<file path="src/rtl/pmagu_pkg.sv">
package pmagu_pkg;

  typedef enum logic [2:0] {
    AM_BASE_OFF = 3'd0,
    AM_SCALED   = 3'd1,
    AM_ABS      = 3'd2,
    AM_POST_MOD = 3'd3,
    AM_BITREV   = 3'd4,
    AM_POST_IMM = 3'd5,
    AM_CIRC_IMM = 3'd6,
    AM_CIRC_REG = 3'd7
  } am_mode_e;

  // Modes that produce a pointer write-back.
  function automatic logic am_writes(am_mode_e m);
    return (m != AM_BASE_OFF) && (m != AM_SCALED);
  endfunction

endpackage

</file>
<file path="src/rtl/pmagu_bitrev.sv">
module pmagu_bitrev #(
  parameter int AW = 32,
  parameter int RB = 16
) (
  input  logic [AW-1:0] a,
  output logic [AW-1:0] y
);

  // Mirror the low RB bits; upper bits pass straight through.
  for (genvar i = 0; i < RB; i++) begin : g_rev
    assign y[i] = a[RB-1-i];
  end
  assign y[AW-1:RB] = a[AW-1:RB];

endmodule

</file>
<file path="src/rtl/pmagu_circ.sv">
module pmagu_circ #(
  parameter int AW = 32,
  parameter int LW = 17
) (
  input  logic [AW-1:0] cur,
  input  logic [AW-1:0] step,
  input  logic [AW-1:0] start,
  input  logic [LW-1:0] len,
  output logic [AW-1:0] nxt
);

  logic [AW-1:0] raw;
  logic [AW-1:0] len_x;
  logic [AW-1:0] lim;

  // One add, one compare pair, one correction: valid while |step| <= len.
  always_comb begin
    len_x = {{(AW-LW){1'b0}}, len};
    raw   = cur + step;
    lim   = start + len_x;
    if (raw >= lim) begin
      nxt = raw - len_x;
    end else if (raw < start) begin
      nxt = raw + len_x;
    end else begin
      nxt = raw;
    end
  end

endmodule

</file>
<file path="src/rtl/pmagu_top.sv">
module pmagu_top
  import pmagu_pkg::*;
#(
  parameter int AW   = 32,
  parameter int SHW  = 5,
  parameter int RB   = 16,
  parameter int LW   = 17,
  parameter int CW   = 7
) (
  input  logic           clk,
  input  logic           rst_n,
  input  logic           op_valid,
  input  logic [2:0]     op_mode,
  input  logic           acc_half,
  input  logic [AW-1:0]  ptr_in,
  input  logic [AW-1:0]  idx_in,
  input  logic [AW-1:0]  imm_in,
  input  logic [SHW-1:0] shamt,
  input  logic [AW-1:0]  mod_in,
  input  logic [AW-1:0]  cstart_in,
  output logic [AW-1:0]  ea_out,
  output logic [AW-1:0]  wb_ptr,
  output logic           wb_en
);

  localparam int CI_LO = LW;
  localparam int CI_HI = LW + CW - 1;

  // Reset: asserted asynchronously, released on the clock.
  logic [1:0] rst_pipe;
  logic       rst_sync_n;

  always_ff @(posedge clk or negedge rst_n) begin
    if (!rst_n) begin
      rst_pipe <= 2'b00;
    end else begin
      rst_pipe <= {rst_pipe[0], 1'b1};
    end
  end
  assign rst_sync_n = rst_pipe[1];

  am_mode_e mode;
  assign mode = am_mode_e'(op_mode);

  // Bit-reversed view of the pointer.
  logic [AW-1:0] ptr_rev;
  pmagu_bitrev #(.AW(AW), .RB(RB)) u_rev (
    .a (ptr_in),
    .y (ptr_rev)
  );

  // Circular step: immediate, or packed signed count scaled by access size.
  logic [AW-1:0] reg_cnt;
  logic [AW-1:0] reg_step;
  logic [AW-1:0] circ_step;
  logic [AW-1:0] circ_nxt;

  assign reg_cnt   = {{(AW-CW){mod_in[CI_HI]}}, mod_in[CI_HI:CI_LO]};
  assign reg_step  = acc_half ? (reg_cnt << 1) : reg_cnt;
  assign circ_step = (mode == AM_CIRC_REG) ? reg_step : imm_in;

  pmagu_circ #(.AW(AW), .LW(LW)) u_circ (
    .cur   (ptr_in),
    .step  (circ_step),
    .start (cstart_in),
    .len   (mod_in[LW-1:0]),
    .nxt   (circ_nxt)
  );

  // Next-state logic.
  logic [AW-1:0] ea_d;
  logic [AW-1:0] nptr_d;
  logic          wr_d;
  logic          ptr_ce;

  always_comb begin
    ea_d   = ptr_in;
    nptr_d = ptr_in;
    unique case (mode)
      AM_BASE_OFF: ea_d = ptr_in + imm_in;
      AM_SCALED:   ea_d = (idx_in << shamt) + imm_in;
      AM_ABS: begin
        ea_d   = imm_in;
        nptr_d = imm_in;
      end
      AM_POST_MOD: nptr_d = ptr_in + mod_in;
      AM_BITREV: begin
        ea_d   = ptr_rev;
        nptr_d = ptr_in + mod_in;
      end
      AM_POST_IMM: nptr_d = ptr_in + imm_in;
      AM_CIRC_IMM,
      AM_CIRC_REG: nptr_d = circ_nxt;
      default: ;
    endcase
    wr_d   = op_valid && am_writes(mode);
    ptr_ce = wr_d;
  end

  assign ea_out = ea_d;

  // Registers.
  logic [AW-1:0] wb_ptr_q;
  logic          wb_en_q;

  always_ff @(posedge clk or negedge rst_sync_n) begin
    if (!rst_sync_n) begin
      wb_en_q  <= 1'b0;
      wb_ptr_q <= '0;
    end else begin
      wb_en_q <= wr_d;
      if (ptr_ce) begin
        wb_ptr_q <= nptr_d;
      end
    end
  end

  assign wb_ptr = wb_ptr_q;
  assign wb_en  = wb_en_q;

endmodule

</file>
<file path="config.mk">
export PLATFORM = sky130hd
export DESIGN_NAME = pmagu_top
export DESIGN_NICKNAME = d
export VERILOG_FILES = /design/src/rtl/pmagu_pkg.sv /design/src/rtl/pmagu_bitrev.sv /design/src/rtl/pmagu_circ.sv /design/src/rtl/pmagu_top.sv
export SDC_FILE = /design/constraint.sdc
export NUM_CORES = 1
export LEC_CHECK = 0
export BUFFER_PORTS_ARGS = -buffer_cell sky130_fd_sc_hd__clkbuf_2
export CAP_MARGIN = 10
export CORE_MARGIN = 4
export CORE_UTILIZATION = 30
export CTS_BUF_LIST = sky130_fd_sc_hd__clkbuf_4
export DETAILED_ROUTE_END_ITERATION = 10
export PLACE_DENSITY = 0.5
export REMOVE_ABC_BUFFERS = 1
export SYNTH_ARGS = -nofsm -noshare
export SYNTH_HDL_FRONTEND = slang
export SYNTH_SLANG_ARGS = --single-unit
</file>
<file path="constraint.sdc">
create_clock -name clk -period 9.5 [get_ports clk]
set_clock_uncertainty 0.05 [all_clocks]
set_input_delay 1.9 -clock clk [delete_from_list [all_inputs] [get_ports clk]]
set_output_delay 1.9 -clock clk [all_outputs]
set_load 0.01 [all_outputs]
</file>
Word level (Yosys, flattened, before mapping)
Index checks and enable logic that the tools add are counted.
- register bits after elaboration: 35
- word-level logic and storage cells: 33
- mux-type cells: 6
- reductions and logical operators: 6
- add/sub/neg operators: 7
- shifts and indexed selects: 1
- order comparisons: 2
- equality and inequality tests: 8
- operator list (cell ; number):
    $pmux W32 S4 ; 2
    $add A32 B32 Y32 ; 4
    $mux W32 ; 3
    $add A32 B17 Y32 ; 2
    $ge A32 B32 Y1 ; 1
    $lt A32 B32 Y1 ; 1
    $shl A32 B5 Y32 ; 1
    $sub A32 B17 Y32 ; 1
    $eq A3 B3 Y1 const B ; 4
    $mux W7 ; 1
    $eq A3 B2 Y1 const B ; 2
    $reduce_or A2 Y1 ; 2
    $eq A3 B1 Y1 const B ; 1
    $logic_not A3 Y1 ; 1
    $ne A3 B1 Y1 const B ; 1
    $reduce_bool A3 Y1 ; 1
    $logic_and A1 B1 Y1 ; 2

Depth between registers and ports, before layout
- depth after elaboration: 7
- mapped depth: 32

By module
From an unflattened synthesis, not the netlist that was laid out.
- cells, all modules: 2369
- area, all modules: 16766.1 um2
- by module, submodules not included (module ; area each (um2) ; cells each ; times used):
    pmagu_top ; 9882.0 ; 1376 ; 1
    pmagu_circ ; 6643.9 ; 961 ; 1
    pmagu_bitrev ; 240.2 ; 32 ; 1

Worst setup path before layout
OpenSTA, ideal clock, no wires.
- kind: input to output
- start: in shamt[1]
- end: out ea_out[31]
- setup slack: 803 ps
- stages on the path: 22
- buffers on the path: 4
- arrival time: 6747 ps
- path through: clkbuf_1 -> buf_1 -> clkbuf_1 -> buf_1 -> mux4_2 -> nand2_1 -> o21ai_0 -> o21ai_0 -> nor2_1 -> ha_1 -> a21oi_1 -> o21ba_2 -> o211ai_1 -> a31o_2 -> a21oi_1 -> a21boi_0 -> a311oi_1 -> o21ai_0 -> nand4_1 -> mux2_2 -> o21ai_0 -> o22a_1
- word-level cells in the longest chain between the ends: 3
- RTL lines (item ; line ; text):
    start: declaration ; pmagu_top.sv:18 ; input logic [SHW-1:0] shamt,
    $shl A32 B5 Y32 ; pmagu_top.sv:81 ; AM_SCALED: ea_d = (idx_in << shamt) + imm_in;
    $add A32 B32 Y32 ; pmagu_top.sv:81 ;
    $pmux W32 S4 ; pmagu_top.sv:79 ; unique case (mode)
    end: declaration ; pmagu_top.sv:21 ; output logic [AW-1:0] ea_out,
No other way between the ends.

Final worst setup path
- start: in shamt[0]
- end: out ea_out[31]
The elaborated chain is that of the path after synthesis.

==> impl_metrics.json <==
{
  "outcome": "finished clean",
  "setup_ws_ps": 591,
  "place_inst": 3189,
  "grt-ovfl-total": 0,
  "io-pin-count": 237,
  "fin_cells": 3199,
  "core_um2": 52800,
  "syn_area_um2": 16100,
  "initial_core_util_pct": 30.5,
  "powerDensity_nw_per_um2": 117,
  "setup_viol": 0,
  "clk_path_buf_depth": 2,
  "drive_above_1_share_pct": 13.9,
  "synthFlopType": "dfrtp_1",
  "cp-end-kind": "output pin",
  "nFillCells": 5774,
  "p_leak_nw": 8.50,
  "numClockSinks": 35,
  "grt_max_degree": 38,
  "period_share_pct": 93.8,
  "synth_seq_area_share_pct": 5.45,
  "insertion_delay_ps": 360,
  "finalHoldViolCount": 0,
  "yosys_warnings": 0,
  "first_global_vias": 18000,
  "hpwl_mm": 57.3,
  "r2r_slack_ps": 8200,
  "area_growth_pct": 12.5,
  "clk_pin_slew_ps": 150,
  "clock-root-buffer": "clkbuf_4",
  "maxSlewHeadroom_pct": 31.1,
  "synth_edf_count": 0,
  "r2r_end": "wb_ptr[21]",
  "ir_drop_mv": 0.0646,
  "grt.total_usage_pct": 22.3,
  "synth_cell_types": 96,
  "post-route-min-period_ps": 8910,
  "grt_pass1_wl_mm": 102,
  "htree_levels": 2,
  "hold_buffers": 0,
  "worstSetupStartpointType": "primary input",
  "cp_max_fo": 15,
  "drc": 0,
  "via_per_inst": 5.73,
  "setup_tns_ps": 0,
  "antenna_found_initial": 3,
  "design.die.area_um2": 57300,
  "postRouteAntennaNets": 0,
  "worstRegToRegCells": 5,
  "die-width_um": 239,
  "fmax_mhz": 112,
  "synthArstFlopShare_pct": 100,
  "wl_per_cell_um": 20.9,
  "dp_slack_ps": 596,
  "fp-row-count": 84,
  "timing.rr.start": "wb_ptr[21]",
  "syn_avg_cell_area_um2": 6.91,
  "nNetsFinal": 2923,
  "finalWirelength_mm": 66.9,
  "worstPathRequired_ps": 7550,
  "die_h_um": 239,
  "globalplace.congestion": 0.939,
  "hold_class": "reg -> async",
  "route.vias.total": 18300,
  "postCtsSetupRepairBufs": 0,
  "worst_pin_slew_ps": 1030,
  "fin_util_pct": 34.3,
  "cts_tree": "built",
  "slew_viol_final": 0,
  "rsz0062_at_grt": "false",
  "ys_ff_latch": 35,
  "criticalPathCategory": "in -> out",
  "drt_iter0_drc": 996,
  "max_cap_viol_count": 0,
  "first_pass_iters": 7,
  "cts_resized": 0,
  "arrival_ps": 6960,
  "cts_buffers": 5,
  "synthCells": 2325,
  "port_buffers": 236
}
-- worst max-delay path, cell delays in order --
cell and delay, ps:
clkbuf_2 180, clkinv_1 430, nor2_1 220, a21oi_1 70, mux2i_1 520, nand2_1 90
o21ai_0 180, nor2_1 120, ha_1 370, a21oi_1 310, o211ai_1 160, a31o_2 260
a21oi_1 180, a21boi_0 110, buf_4 180, a311oi_1 480, o21ai_0 240, nand4_1 160
mux2_2 340, o21ai_0 150, o22a_1 160, clkbuf_2 140
-- placed cells by master (no fill, tap or decap), types with 11 or more instances in the layout --
| master | count |
|---|---|
| nand2b_1 | 37 |
| o21a_1 | 20 |
| ha_1 | 236 |
| a21o_1 | 73 |
| inv_1 | 113 |
| a221oi_1 | 17 |
| mux2i_1 | 58 |
| o22a_1 | 12 |
| o21ai_0 | 163 |
| xnor2_1 | 80 |
| mux4_2 | 11 |
| dfrtp_1 | 35 |
| nor2_1 | 213 |
| a31oi_1 | 19 |
| o31ai_1 | 12 |
| nor2b_1 | 24 |
| clkbuf_2 | 236 |
| and3_1 | 20 |
| a211oi_1 | 32 |
| nand2_1 | 258 |
| xor2_1 | 57 |
| or3_1 | 13 |
| nor4_1 | 11 |
| nand3_1 | 49 |
| a22oi_1 | 13 |
| o211ai_1 | 27 |
| o21bai_1 | 25 |
| buf_4 | 37 |
| nand4_1 | 20 |
| o221ai_1 | 16 |
| nor3_1 | 45 |
| mux2_2 | 17 |
| o22ai_1 | 49 |
| a21oi_1 | 262 |
-- cell families (layout without fill, tap and decap cells) --
logic type,count (synthesis),after routing,synth area share (%)
muxes,87,87,6.41
and+or+nand+nor,758,758,22.1
xor gates and xnor gates,138,138,7.61
AOI/OAI and AO/OA,848,848,34.0
adders and majority gates,244,244,19.3
other,1,3,0.0233
DFF,35,35,5.45
buffers and inverters,214,398,5.10
-- cell usage after synthesis, types with 19 or more instances --
master    instances  area share [%]
inv_1           113             2.6
o21ai_0         163             5.1
o21a_1           20            0.93
nand3_1          49             1.5
clkbuf_1         74             1.7
nand2b_1         37             1.4
nor2_1          215             5.0
o211ai_1         27             1.3
a21oi_1         262             8.2
xnor2_1          80             4.4
a31oi_1          19            0.74
and3_1           20            0.78
dfrtp_1          35             5.4
xor2_1           57             3.1
ha_1            236              18
nand2_1         258             6.0
a21o_1           73             3.4
o22ai_1          49             1.9
nand4_1          20            0.78
mux2i_1          58             3.6
a211oi_1         32             1.5
nor2b_1          24            0.93
o21bai_1         25             1.2
nor3_1           45             1.4
-- routing by layer --
metal | up-vias | track usage, % | routed length (um)
met3 | 77 | 1.73 | 3280
met5 | - | 0 | 10
met1 | 8655 | 29.0 | 29500
met4 | 2 | 6.35 | 1860
met2 | 539 | 39.7 | 32300
li1 | 9051 | - | -
-- where the power goes --
part,internal [mW],leakage [nW],switching [mW]
combinational,0.700,8.06,1.11
sequential,0.183,0.408,0.0333
clock,0.0303,0.0308,0.0597
total,0.913,8.50,1.20
-- sequential cells by signal (all words and copies together), names as in the netlist --
| register | cells |
|---|---|
| wb_ptr | 32 |
| wb_en | 1 |
| rst_pipe | 2 |
-- area by class of cell --
class / count / area, um^2 / area share (%)
Multi-Input combinational cell: 2076 / 14400 / 79.6
Timing Repair Buffer: 273 / 1460 / 8.07
Sequential cell: 35 / 876 / 4.85
Tap cell: 688 / 861 / 4.76
Inverter: 117 / 439 / 2.43
Clock buffer: 6 / 45.0 / 0.249
Clock inverter: 2 / 7.51 / 0.0415
Antenna cell: 2 / 5.00 / 0.0277
-- through the flow --
step / total power [mW] / hold slack [ps] / area, um^2
after floorplan: 1.42 / 281 / 15700
after global placement: 2.00 / 259 / 18000
after detailed placement: 2.01 / 261 / 18000
after CTS: 2.12 / 247 / 18100
after global routing: 2.33 / 286 / 18100
final: 2.12 / 213 / 18100
-- worst max path at each step --
stage	from	end	slack, ps	cells after the start
6_report	shamt[0]	ea_out[31]	590	22
5_1_grt	shamt[0]	ea_out[31]	160	22
4_1_cts	shamt[0]	ea_out[31]	590	22
3_5_place_dp	shamt[0]	ea_out[31]	600	22
3_3_place_gp	shamt[0]	ea_out[31]	610	22
2_1_floorplan	op_mode[2]	wb_ptr[21]	390	26
No activity file was read; power rests on OpenSTA's default activity.
